<file path="config.mk">
export PLATFORM = sky130hd
export DESIGN_NAME = tx_cmd_decoder
export DESIGN_NICKNAME = d
export VERILOG_FILES = /design/src/rtl/tx_cmd_pkg.sv /design/src/rtl/tx_cmd_field_decode.sv /design/src/rtl/tx_tmo_timer.sv /design/src/rtl/tx_cmd_decoder.sv
export SDC_FILE = /design/constraint.sdc
export NUM_CORES = 1
export LEC_CHECK = 0
export ABC_AREA = 1
export BUFFER_PORTS_ARGS = -buffer_cell sky130_fd_sc_hd__buf_2
export CAP_MARGIN = 25
export CORE_MARGIN = 2
export CORE_UTILIZATION = 30
export DETAILED_ROUTE_END_ITERATION = 12
export PLACE_DENSITY = 0.57
export SLEW_MARGIN = 25
export SYNTH_ARGS = -nofsm -noshare
export SYNTH_HDL_FRONTEND = slang
export SYNTH_HIERARCHICAL = 1
export SYNTH_SLANG_ARGS = --single-unit
</file>
<file path="constraint.sdc">
create_clock -name clk -period 2 [get_ports clk]
set_input_delay 0.1 -clock clk [delete_from_list [all_inputs] [get_ports clk]]
set_output_delay 0.1 -clock clk [all_outputs]
set_load 0.05 [all_outputs]
</file>
<file path="src/rtl/tx_cmd_pkg.sv">
package tx_cmd_pkg;
    localparam int TAG_W   = 4;
    localparam int WORD_W  = 32;
    localparam int ENTRY_W = TAG_W + WORD_W;

    localparam logic [TAG_W-1:0] TAG_SOP = 4'h0;
    localparam logic [TAG_W-1:0] TAG_EOP = 4'hF;

    localparam logic [3:0] PID_OUT   = 4'b0001;
    localparam logic [3:0] PID_IN    = 4'b1001;
    localparam logic [3:0] PID_SETUP = 4'b1101;

    localparam logic [1:0] DONE_OK       = 2'd0;
    localparam logic [1:0] DONE_UNDERRUN = 2'd1;
    localparam logic [1:0] DONE_ERROR    = 2'd2;

    typedef enum logic [1:0] {
        ST_IDLE  = 2'd0,
        ST_DATA  = 2'd1,
        ST_TMO   = 2'd2,
        ST_PURGE = 2'd3
    } st_e;

    typedef struct packed {
        logic [3:0] pid;
        logic [1:0] toggle;
        logic [1:0] ep_type;
        logic [1:0] speed;
        logic [6:0] addr;
        logic [6:0] ep;
    } cmd_t;
endpackage

</file>
<file path="src/rtl/tx_cmd_field_decode.sv">
module tx_cmd_field_decode
    import tx_cmd_pkg::*;
(
    input  logic [TAG_W-1:0] tag_i,
    input  logic [13:0]      id_i,   // entry bits 29:16 (endpoint, address)
    input  logic [9:0]       ctl_i,  // entry bits 9:0 (speed, type, toggle, pid)
    output cmd_t             cmd_o,
    output logic             is_sop_o,
    output logic             is_eop_o,
    output logic             pid_ok_o,
    output logic             needs_data_o
);
    always_comb begin
        cmd_o.ep      = id_i[13:7];
        cmd_o.addr    = id_i[6:0];
        cmd_o.speed   = ctl_i[9:8];
        cmd_o.ep_type = ctl_i[7:6];
        cmd_o.toggle  = ctl_i[5:4];
        cmd_o.pid     = ctl_i[3:0];
        is_sop_o      = (tag_i == TAG_SOP);
        is_eop_o      = (tag_i == TAG_EOP);
        pid_ok_o      = (ctl_i[3:0] == PID_OUT) || (ctl_i[3:0] == PID_IN) ||
                        (ctl_i[3:0] == PID_SETUP);
        needs_data_o  = (ctl_i[3:0] != PID_IN);
    end
endmodule

</file>
<file path="src/rtl/tx_tmo_timer.sv">
module tx_tmo_timer #(
    parameter int CYCLES = 8
) (
    input  logic clk,
    input  logic rst_n,
    input  logic run_i,
    output logic expired_o
);
    localparam int CNT_W = $clog2(CYCLES + 1);

    logic [CNT_W-1:0] cnt_d, cnt_q;

    always_comb begin
        expired_o = run_i && (cnt_q == CNT_W'(CYCLES - 1));
        cnt_d     = '0;
        if (run_i && !expired_o) cnt_d = cnt_q + 1'b1;
    end

    always_ff @(posedge clk or negedge rst_n) begin
        if (!rst_n) cnt_q <= '0;
        else        cnt_q <= cnt_d;
    end

    a_r9_cnt_bounded: assert property (@(posedge clk) disable iff (!rst_n)
        cnt_q < CNT_W'(CYCLES));
endmodule

</file>
<file path="src/rtl/tx_cmd_decoder.sv">
module tx_cmd_decoder
    import tx_cmd_pkg::*;
#(
    parameter int TIMEOUT_CYC = 8
) (
    input  logic               clk,
    input  logic               rst_n,
    input  logic               run_pkt,
    input  logic               fifo_empty,
    input  logic [ENTRY_W-1:0] fifo_rdata,
    output logic               fifo_pop,
    output logic               hdr_valid,
    output logic [3:0]         hdr_pid,
    output logic [1:0]         hdr_toggle,
    output logic [1:0]         hdr_ep_type,
    output logic [1:0]         hdr_speed,
    output logic [6:0]         hdr_addr,
    output logic [6:0]         hdr_ep,
    output logic               ser_valid,
    output logic [WORD_W-1:0]  ser_data,
    output logic               ser_last,
    output logic               ser_bad_crc,
    output logic               done_valid,
    output logic [1:0]         done_status
);
    typedef struct packed {
        st_e               st;
        logic              req;
        logic              hdr_valid;
        cmd_t              hdr;
        logic              ser_valid;
        logic [WORD_W-1:0] ser_data;
        logic              ser_last;
        logic              bad_crc;
        logic              done_valid;
        logic [1:0]        done_status;
    } regs_t;

    regs_t r_q, r_d;

    cmd_t dec_cmd;
    logic dec_sop, dec_eop, dec_pid_ok, dec_needs_data;
    logic tmo_expired;

    tx_cmd_field_decode u_dec (
        .tag_i        (fifo_rdata[ENTRY_W-1:WORD_W]),
        .id_i         (fifo_rdata[29:16]),
        .ctl_i        (fifo_rdata[9:0]),
        .cmd_o        (dec_cmd),
        .is_sop_o     (dec_sop),
        .is_eop_o     (dec_eop),
        .pid_ok_o     (dec_pid_ok),
        .needs_data_o (dec_needs_data)
    );

    tx_tmo_timer #(.CYCLES(TIMEOUT_CYC)) u_tmo (
        .clk       (clk),
        .rst_n     (rst_n),
        .run_i     (r_q.st == ST_TMO),
        .expired_o (tmo_expired)
    );

    always_comb begin
        r_d            = r_q;
        r_d.hdr_valid  = 1'b0;
        r_d.ser_valid  = 1'b0;
        r_d.ser_last   = 1'b0;
        r_d.bad_crc    = 1'b0;
        r_d.done_valid = 1'b0;
        fifo_pop       = 1'b0;
        if (run_pkt) r_d.req = 1'b1;

        unique case (r_q.st)
            ST_IDLE: begin
                if ((r_q.req || run_pkt) && !fifo_empty) begin
                    fifo_pop = 1'b1;
                    r_d.req  = 1'b0;
                    if (dec_sop && dec_pid_ok) begin
                        r_d.hdr_valid = 1'b1;
                        r_d.hdr       = dec_cmd;
                        if (dec_needs_data) begin
                            r_d.st = ST_DATA;
                        end else begin
                            r_d.done_valid  = 1'b1;
                            r_d.done_status = DONE_OK;
                        end
                    end else begin
                        r_d.done_valid  = 1'b1;
                        r_d.done_status = DONE_ERROR;
                    end
                end
            end
            ST_DATA: begin
                if (fifo_empty) begin
                    r_d.bad_crc = 1'b1;
                    r_d.st      = ST_TMO;
                end else if (dec_eop) begin
                    fifo_pop        = 1'b1;
                    r_d.ser_last    = 1'b1;
                    r_d.done_valid  = 1'b1;
                    r_d.done_status = DONE_OK;
                    r_d.st          = ST_IDLE;
                end else if (dec_sop) begin
                    r_d.done_valid  = 1'b1;
                    r_d.done_status = DONE_ERROR;
                    r_d.st          = ST_IDLE;
                end else begin
                    fifo_pop      = 1'b1;
                    r_d.ser_valid = 1'b1;
                    r_d.ser_data  = fifo_rdata[WORD_W-1:0];
                end
            end
            ST_TMO: begin
                if (tmo_expired) r_d.st = ST_PURGE;
            end
            ST_PURGE: begin
                if (fifo_empty || dec_sop) begin
                    r_d.done_valid  = 1'b1;
                    r_d.done_status = DONE_UNDERRUN;
                    r_d.st          = ST_IDLE;
                end else begin
                    fifo_pop = 1'b1;
                end
            end
            default: r_d.st = ST_IDLE;
        endcase
    end

    always_ff @(posedge clk or negedge rst_n) begin
        if (!rst_n) r_q <= '0;
        else        r_q <= r_d;
    end

    assign hdr_valid   = r_q.hdr_valid;
    assign hdr_pid     = r_q.hdr.pid;
    assign hdr_toggle  = r_q.hdr.toggle;
    assign hdr_ep_type = r_q.hdr.ep_type;
    assign hdr_speed   = r_q.hdr.speed;
    assign hdr_addr    = r_q.hdr.addr;
    assign hdr_ep      = r_q.hdr.ep;
    assign ser_valid   = r_q.ser_valid;
    assign ser_data    = r_q.ser_data;
    assign ser_last    = r_q.ser_last;
    assign ser_bad_crc = r_q.bad_crc;
    assign done_valid  = r_q.done_valid;
    assign done_status = r_q.done_status;

    a_r2_no_pop_when_empty: assert property (@(posedge clk) disable iff (!rst_n)
        fifo_pop |-> !fifo_empty);
    a_r4_hdr_is_token: assert property (@(posedge clk) disable iff (!rst_n)
        hdr_valid |-> (hdr_pid == PID_OUT || hdr_pid == PID_IN || hdr_pid == PID_SETUP));
    a_r5_data_from_data_phase: assert property (@(posedge clk) disable iff (!rst_n)
        ser_valid |-> $past(r_q.st) == ST_DATA);
    a_r8_quiet_after_bad_crc: assert property (@(posedge clk) disable iff (!rst_n)
        ser_bad_crc |=> (!ser_valid && !ser_last));
    a_r9_keep_sop: assert property (@(posedge clk) disable iff (!rst_n)
        (r_q.st == ST_PURGE && !fifo_empty && fifo_rdata[ENTRY_W-1:WORD_W] == TAG_SOP)
        |-> !fifo_pop);
    a_r11_done_legal: assert property (@(posedge clk) disable iff (!rst_n)
        done_valid |-> (done_status != 2'd3 && r_q.st == ST_IDLE));
endmodule

</file>
==> results of run 1 <==
## layout by cell type, fill, tap and decap left out, drive strengths merged
| master | count |
|---|---|
| nand2 | 188 |
| buf | 107 |
| dfrtp | 70 |
| dlygate4sd3 | 29 |
| inv | 24 |
| nor2 | 22 |
| clkbuf | 10 |
| nand3 | 8 |
| clkinv | 5 |
| a21oi | 3 |
| o21ai | 3 |
| nor3 | 2 |
| o221ai | 1 |
| a22oi | 1 |
| o21bai | 1 |
| clkinvlp | 1 |
| nor3b | 1 |
| nand4 | 1 |
| ha | 1 |
## path summary, 6_finish.rpt
path                            slack [ns]            from  cells after the start             end
worst max-delay path                  0.22         r_q[64]                      7        fifo_pop
worst min-delay path                  0.02   fifo_rdata[1]                      3      hdr_pid[1]
worst max register to register        0.55        register                      9        register
worst min register to register        0.47  hdr_ep_type[1]                      2  hdr_ep_type[1]
max in group asynchronous             0.97           rst_n                      2       hdr_ep[6]
min in group asynchronous             0.44           rst_n                      2    ser_data[10]
## sequential cells by signal, indices dropped and copies added (netlist names), named ones only
| name | cells |
|---|---|
| done_status | 2 |
| done_valid | 1 |
| hdr_addr | 7 |
| hdr_ep | 7 |
| hdr_ep_type | 2 |
| hdr_pid | 4 |
| hdr_speed | 2 |
| hdr_toggle | 2 |
| hdr_valid | 1 |
| r_q | 2 |
| ser_bad_crc | 1 |
| ser_data | 32 |
| ser_last | 1 |
| ser_valid | 1 |
| u_tmo/cnt_q | 4 |
## worst max-delay path: cells and delay by family, from the launching register on
| kind | cells | cell delay, ns |
|---|---|---|
| buf+inv | 4 | 0.51 |
| compound gates | 1 | 0.15 |
| simple gates | 2 | 0.26 |
| flops | 1 | 0.42 |
## kinds of logic (layout without fill, tap and decap cells)
| group | count (synthesis) | after routing | synth area share (%) |
|---|---|---|---|
| compound gates | 9 | 9 | 1.62 |
| flops | 70 | 70 | 49.3 |
| fa+ha+maj | 1 | 1 | 0.352 |
| simple gates | 222 | 222 | 26.2 |
| buf+inv | 117 | 176 | 22.5 |
## report_power, final
group          total, mW  internal [mW]  leakage (nW)  switching (mW)
Sequential          2.07           1.83         0.914           0.232
Combinational       2.68          0.633          1.35            2.05
Clock               1.40          0.822         0.128           0.580
Total               6.15           3.29          2.39            2.86
## cell type report
type                    instances  area (um^2)
clock inverters                 5         27.5
clock buffers                  10          229
repair buffers                136          838
multi-input cells             232         1000
well taps                     143          179
flip-flops and latches         70         1750
inverters                      25         98.8
fillers                      1179         7340
## timing repair
action / CTS / global route
hold buffers: 29 / 0
hold endpoints to repair: 118 / 0
endpoints found under the setup margin: 0 / 0
## per-layer routing
metal | track usage [%] | vias to the layer above | wire length [um]
met3 | 3.64 | 14 | 478
met4 | 6.42 | 0 | 178
met1 | 16.0 | 1180 | 3460
li1 | - | 1297 | -
met5 | 0 | - | 0
met2 | 18.8 | 77 | 3340
==> impl_metrics.env, run 1 <==
export IMPL_status="completed"
export IMPL_crit_fanout=5
export IMPL_cts_root_buffer="clkbuf_16"
export IMPL_grt_total_usage_pct=12.4
export IMPL_synth_area_leader_cell="dfrtp_1"
export IMPL_clkSinkCount=70
export IMPL_initial_utilization_pct=31.0
export IMPL_finalHoldViolCount=0
export IMPL_fin_nets=515
export IMPL_numCtsBuffers=9
export IMPL_grt_max_degree=71
export IMPL_whs_ns=0.0241
export IMPL_port_buffers=103
export IMPL_crit_path_cell_trace="inv_2 > nor2_2 > inv_1 > nor2_1 > inv_1 > o221ai_1 > buf_2"
export IMPL_postCtsSetupRepairBufs=0
export IMPL_layout_min_cycle_time_ns=1.78
export IMPL_antenna_found_initial=0
export IMPL_grt_pass1_vias=2574
export IMPL_vdd_drop_max_uv=1010
export IMPL_postCtsResizedCells=0
export IMPL_slowest_stage="dfrtp_1"
export IMPL_synth_edf_count=0
export IMPL_min_period_over_period_pct=88.9
export IMPL_synth_nets=460
export IMPL_max_freq_ghz=0.563
export IMPL_netlist_instances=419
export IMPL_synth_warnings=6
export IMPL_worstSetupPathType="reg -> out"
export IMPL_wl_per_cell_um=12.0
export IMPL_max_stage_delay_ns=0.42
export IMPL_relSlewSlack_pct=40.1
export IMPL_drive_above_1_share_pct=31.8
export IMPL_cp_common_cell="inv_1"
export IMPL_grt_first_pass_wirelength_mm=12.4
export IMPL_die_y_um=113
export IMPL_post_place_ws_ns=0.522
export IMPL_area_delta_synth_final_pct=16.2
export IMPL_clk_latency_ns=0.33
export IMPL_yosys_register_bits=70
export IMPL_cp_end_kind="output port"
export IMPL_placed_cells=577
export IMPL_yosys_top_cells_count="nand2_1 (167), buf_4 (85), dfrtp_1 (70), inv_1 (21), nand2_2 (20)"
export IMPL_async_reset_ff_share_pct=100
export IMPL_antennaDiodeCount=0
export IMPL_grt_overflow_total=0
export IMPL_clkTransAtPathRegs_ns=0.05
export IMPL_powerDensity_nw_per_um2=1490
export IMPL_synthTopCellsByArea="dfrtp_1 (49%), buf_4 (18%), nand2_1 (18%), nand2_2 (3.5%), inv_1 (2.2%)"
export IMPL_cts_tree="built"
export IMPL_utilization_pct=36.0
export IMPL_netlist_area_leader_share_pct=49.3
export IMPL_syn_avg_cell_area_um2=8.48
export IMPL_dpl_cell_area_um2=3580
export IMPL_final_cells=621
export IMPL_h_tree_depth=3
export IMPL_worst_slew_pin_slew_ns=0.899
export IMPL_finalPower_mw=6.15
export IMPL_rows=39
export IMPL_route_antenna_remaining_nets=0
export IMPL_rsz0062_at_grt="no"
export IMPL_hp_class="in -> reg"
export IMPL_clk_path_buf_depth=2
export IMPL_die_w_um=113
export IMPL_ios=104
export IMPL_drtPass1Iterations=4
export IMPL_synthFlopType="dfrtp_1"
export IMPL_post_route_drc_count=0
export IMPL_maxCapViolations=0
export IMPL_vias_per_cell=4.14
export IMPL_cp_arrival_ns=1.68
export IMPL_routed_via_count=2568
export IMPL_synth_cell_type_count=27
export IMPL_core_um2=11500
export IMPL_place_congestion=0.798
export IMPL_ys_seq_area_share_pct=49.3
export IMPL_slew_viol_final=0
export IMPL_fin_skew_ns=0.00386
export IMPL_startpoint_type="register"
export IMPL_required_ns=1.90
export IMPL_fin_ws_ns=0.223
export IMPL_drtIter0Drc=168
export IMPL_final_cell_area_um2=4130
export IMPL_synth_area_um2=3550
export IMPL_leakage_nw=2.39
export IMPL_dieArea_um2=12700
export IMPL_synthMostInstantiatedCell="nand2_1"
export IMPL_setup_violations=0
export IMPL_dpl_hpwl_mm=4.94
export IMPL_wl_mm=7.46
export IMPL_tns_ns=0
Note: power is estimated with default switching activity, not from simulation.
==> run 2: changes to the inputs <==
CORE_MARGIN = 1   (was 2)
==> impl_metrics.env, run 2 (same netlist as run 1, synthesis figures left out) <==
export IMPL_status="completed"
export IMPL_switching_share_pct=43.3
export IMPL_final_common_cell="nand2_1"
export IMPL_fin_ws_ns=0.217
export IMPL_whs_ns=0.0305
export IMPL_fin_skew_ns=0.00500
export IMPL_final_cells=623
export IMPL_drive_above_1_share_pct=32.3
export IMPL_worst_slew_pin_slew_ns=0.906
export IMPL_fillCellCount=1175
export IMPL_dpl_hpwl_mm=4.95
export IMPL_p_int_mw=3.81
export IMPL_crit_fanout=5
export IMPL_cp_end_kind="output port"
export IMPL_rsz0062_at_grt="no"
export IMPL_place_congestion=0.763
export IMPL_switchingPower_mw=2.91
export IMPL_placed_cells=578
export IMPL_area_delta_synth_final_pct=19.6
export IMPL_comb_power_share_pct=40.0
export IMPL_slew_viol_final=0
export IMPL_vias_per_cell=4.17
export IMPL_postCtsSetupRepairBufs=0
export IMPL_finalHoldViolCount=0
export IMPL_post_route_drc_count=0
export IMPL_seqPwrFrac_pct=30.6
export IMPL_finalPower_mw=6.73
export IMPL_clk_path_buf_depth=2
export IMPL_relSlewSlack_pct=39.6
export IMPL_grt_pass1_vias=2546
export IMPL_grtUsageMet3_pct=5.47
export IMPL_core_um2=11500
export IMPL_drtIter0Drc=142
export IMPL_route_antenna_remaining_nets=0
export IMPL_tns_ns=0
export IMPL_crit_family="buffers and inverters"
export IMPL_maxCapViolations=0
export IMPL_antennaDiodeCount=0
export IMPL_cp_arrival_ns=1.68
export IMPL_cts_root_buffer="clkbuf_16"
export IMPL_cts_tree="built"
export IMPL_numCtsBuffers=9
export IMPL_top_usage_layer="met2"
export IMPL_max_freq_ghz=0.561
export IMPL_layout_min_cycle_time_ns=1.78
export IMPL_grt_overflow_total=0
export IMPL_largest_register_ffs=32
export IMPL_ios=104
export IMPL_h_tree_depth=3
export IMPL_crit_path_cell_trace="inv_2 > nor2_2 > inv_1 > nor2_1 > inv_1 > o221ai_1 > buf_2"
export IMPL_setup_violations=0
export IMPL_leakage_nw=2.45
export IMPL_wl_per_cell_um=12.2
export IMPL_routed_via_count=2596
export IMPL_vdd_drop_max_uv=966
export IMPL_slowest_stage="dfrtp_1"
export IMPL_post_place_ws_ns=0.473
export IMPL_dieArea_um2=12300
export IMPL_worstSetupPathType="reg -> out"
export IMPL_clkSinkCount=70
export IMPL_antenna_found_initial=0
export IMPL_drtPass1Iterations=4
export IMPL_clkTransAtPathRegs_ns=0.06
export IMPL_initial_utilization_pct=31.0
export IMPL_clockPowerShare_pct=29.4
export IMPL_final_cell_mix="nand2_1 (167), buf_2 (102), dfrtp_1 (70)"
export IMPL_hp_class="in -> reg"
export IMPL_grt_first_pass_wirelength_mm=12.6
export IMPL_fin_nets=516
export IMPL_min_period_over_period_pct=89.1
export IMPL_critPathBufInv=4
export IMPL_startpoint_type="register"
export IMPL_powerDensity_nw_per_um2=1580
export IMPL_required_ns=1.90
export IMPL_port_buffers=103
export IMPL_clk_latency_ns=0.34
export IMPL_use_met1_pct=15.7
export IMPL_max_stage_delay_ns=0.44
export IMPL_die_w_um=111
export IMPL_rows=39
export IMPL_grtUsageMet2_pct=21.7
export IMPL_grt_total_usage_pct=13.3
export IMPL_cp_common_cell="inv_1"
export IMPL_grt_max_degree=71
export IMPL_die_y_um=111
export IMPL_wl_mm=7.60
==> run 2: final cells by class <==
class | instances | area, um^2 | area share [%]
multi-input combinational | 232 | 1000 | 23.6
clock inverter | 7 | 145 | 3.42
timing repair buffer | 137 | 846 | 19.9
tap | 143 | 179 | 4.21
inverter | 25 | 98.8 | 2.33
sequential | 70 | 1750 | 41.2
clock buffer | 9 | 225 | 5.30
==> run 2: final timing paths <==
kind / from / to / slack [ns] / depth (start not counted)
worst min-delay path: fifo_rdata[1] / hdr_pid[1] / 0.03 / 3
min in group asynchronous: rst_n / ser_data[11] / 0.43 / 2
worst min register to register: hdr_ep[5] / hdr_ep[5] / 0.47 / 2
worst max register to register: register / r_q[64] / 0.48 / 8
worst max-delay path: r_q[64] / fifo_pop / 0.22 / 7
max in group asynchronous: rst_n / hdr_ep[1] / 0.98 / 2
==> run 2: what timing repair did <==
action,4_1_cts,5_1_grt
gates resized for setup,0,0
setup endpoints to repair,0,0
hold endpoints to repair,118,0
hold buffers,29,0
==> run 2: power by group through the flow <==
stage / Clock (mW) / Sequential [mW] / Combinational, mW
final: 1.98 / 2.06 / 2.69
after global placement: 0 / 2.06 / 2.64
after CTS: 2.05 / 2.06 / 2.72
after global routing: 2.10 / 2.12 / 2.88
after floorplan: 0 / 2.11 / 2.53
after detailed placement: 0 / 2.07 / 2.67
==> run 2: worst register-to-register path: cells and delay by family, from the launching register on <==
| kind | cells | cell delay, ns |
|---|---|---|
| AND/OR/NAND/NOR | 6 | 0.88 |
| flip-flops | 1 | 0.40 |
| buffers and inverters | 2 | 0.14 |
==> run 2: layer usage <==
metal	share of wire [%]	routed length [um]
met5	0	0
met4	1.4	110
met3	6.0	459
met2	48	3650
met1	45	3390
==> run 2: metrics by stage <==
step           instance area [um^2]  utilization, %
3_3_place_gp                   3590            31.3
2_1_floorplan                  3550               -
6_report                       4250            37.0
4_1_cts                        4250            37.0
3_5_place_dp                   3590            31.3
5_1_grt                        4250            37.0
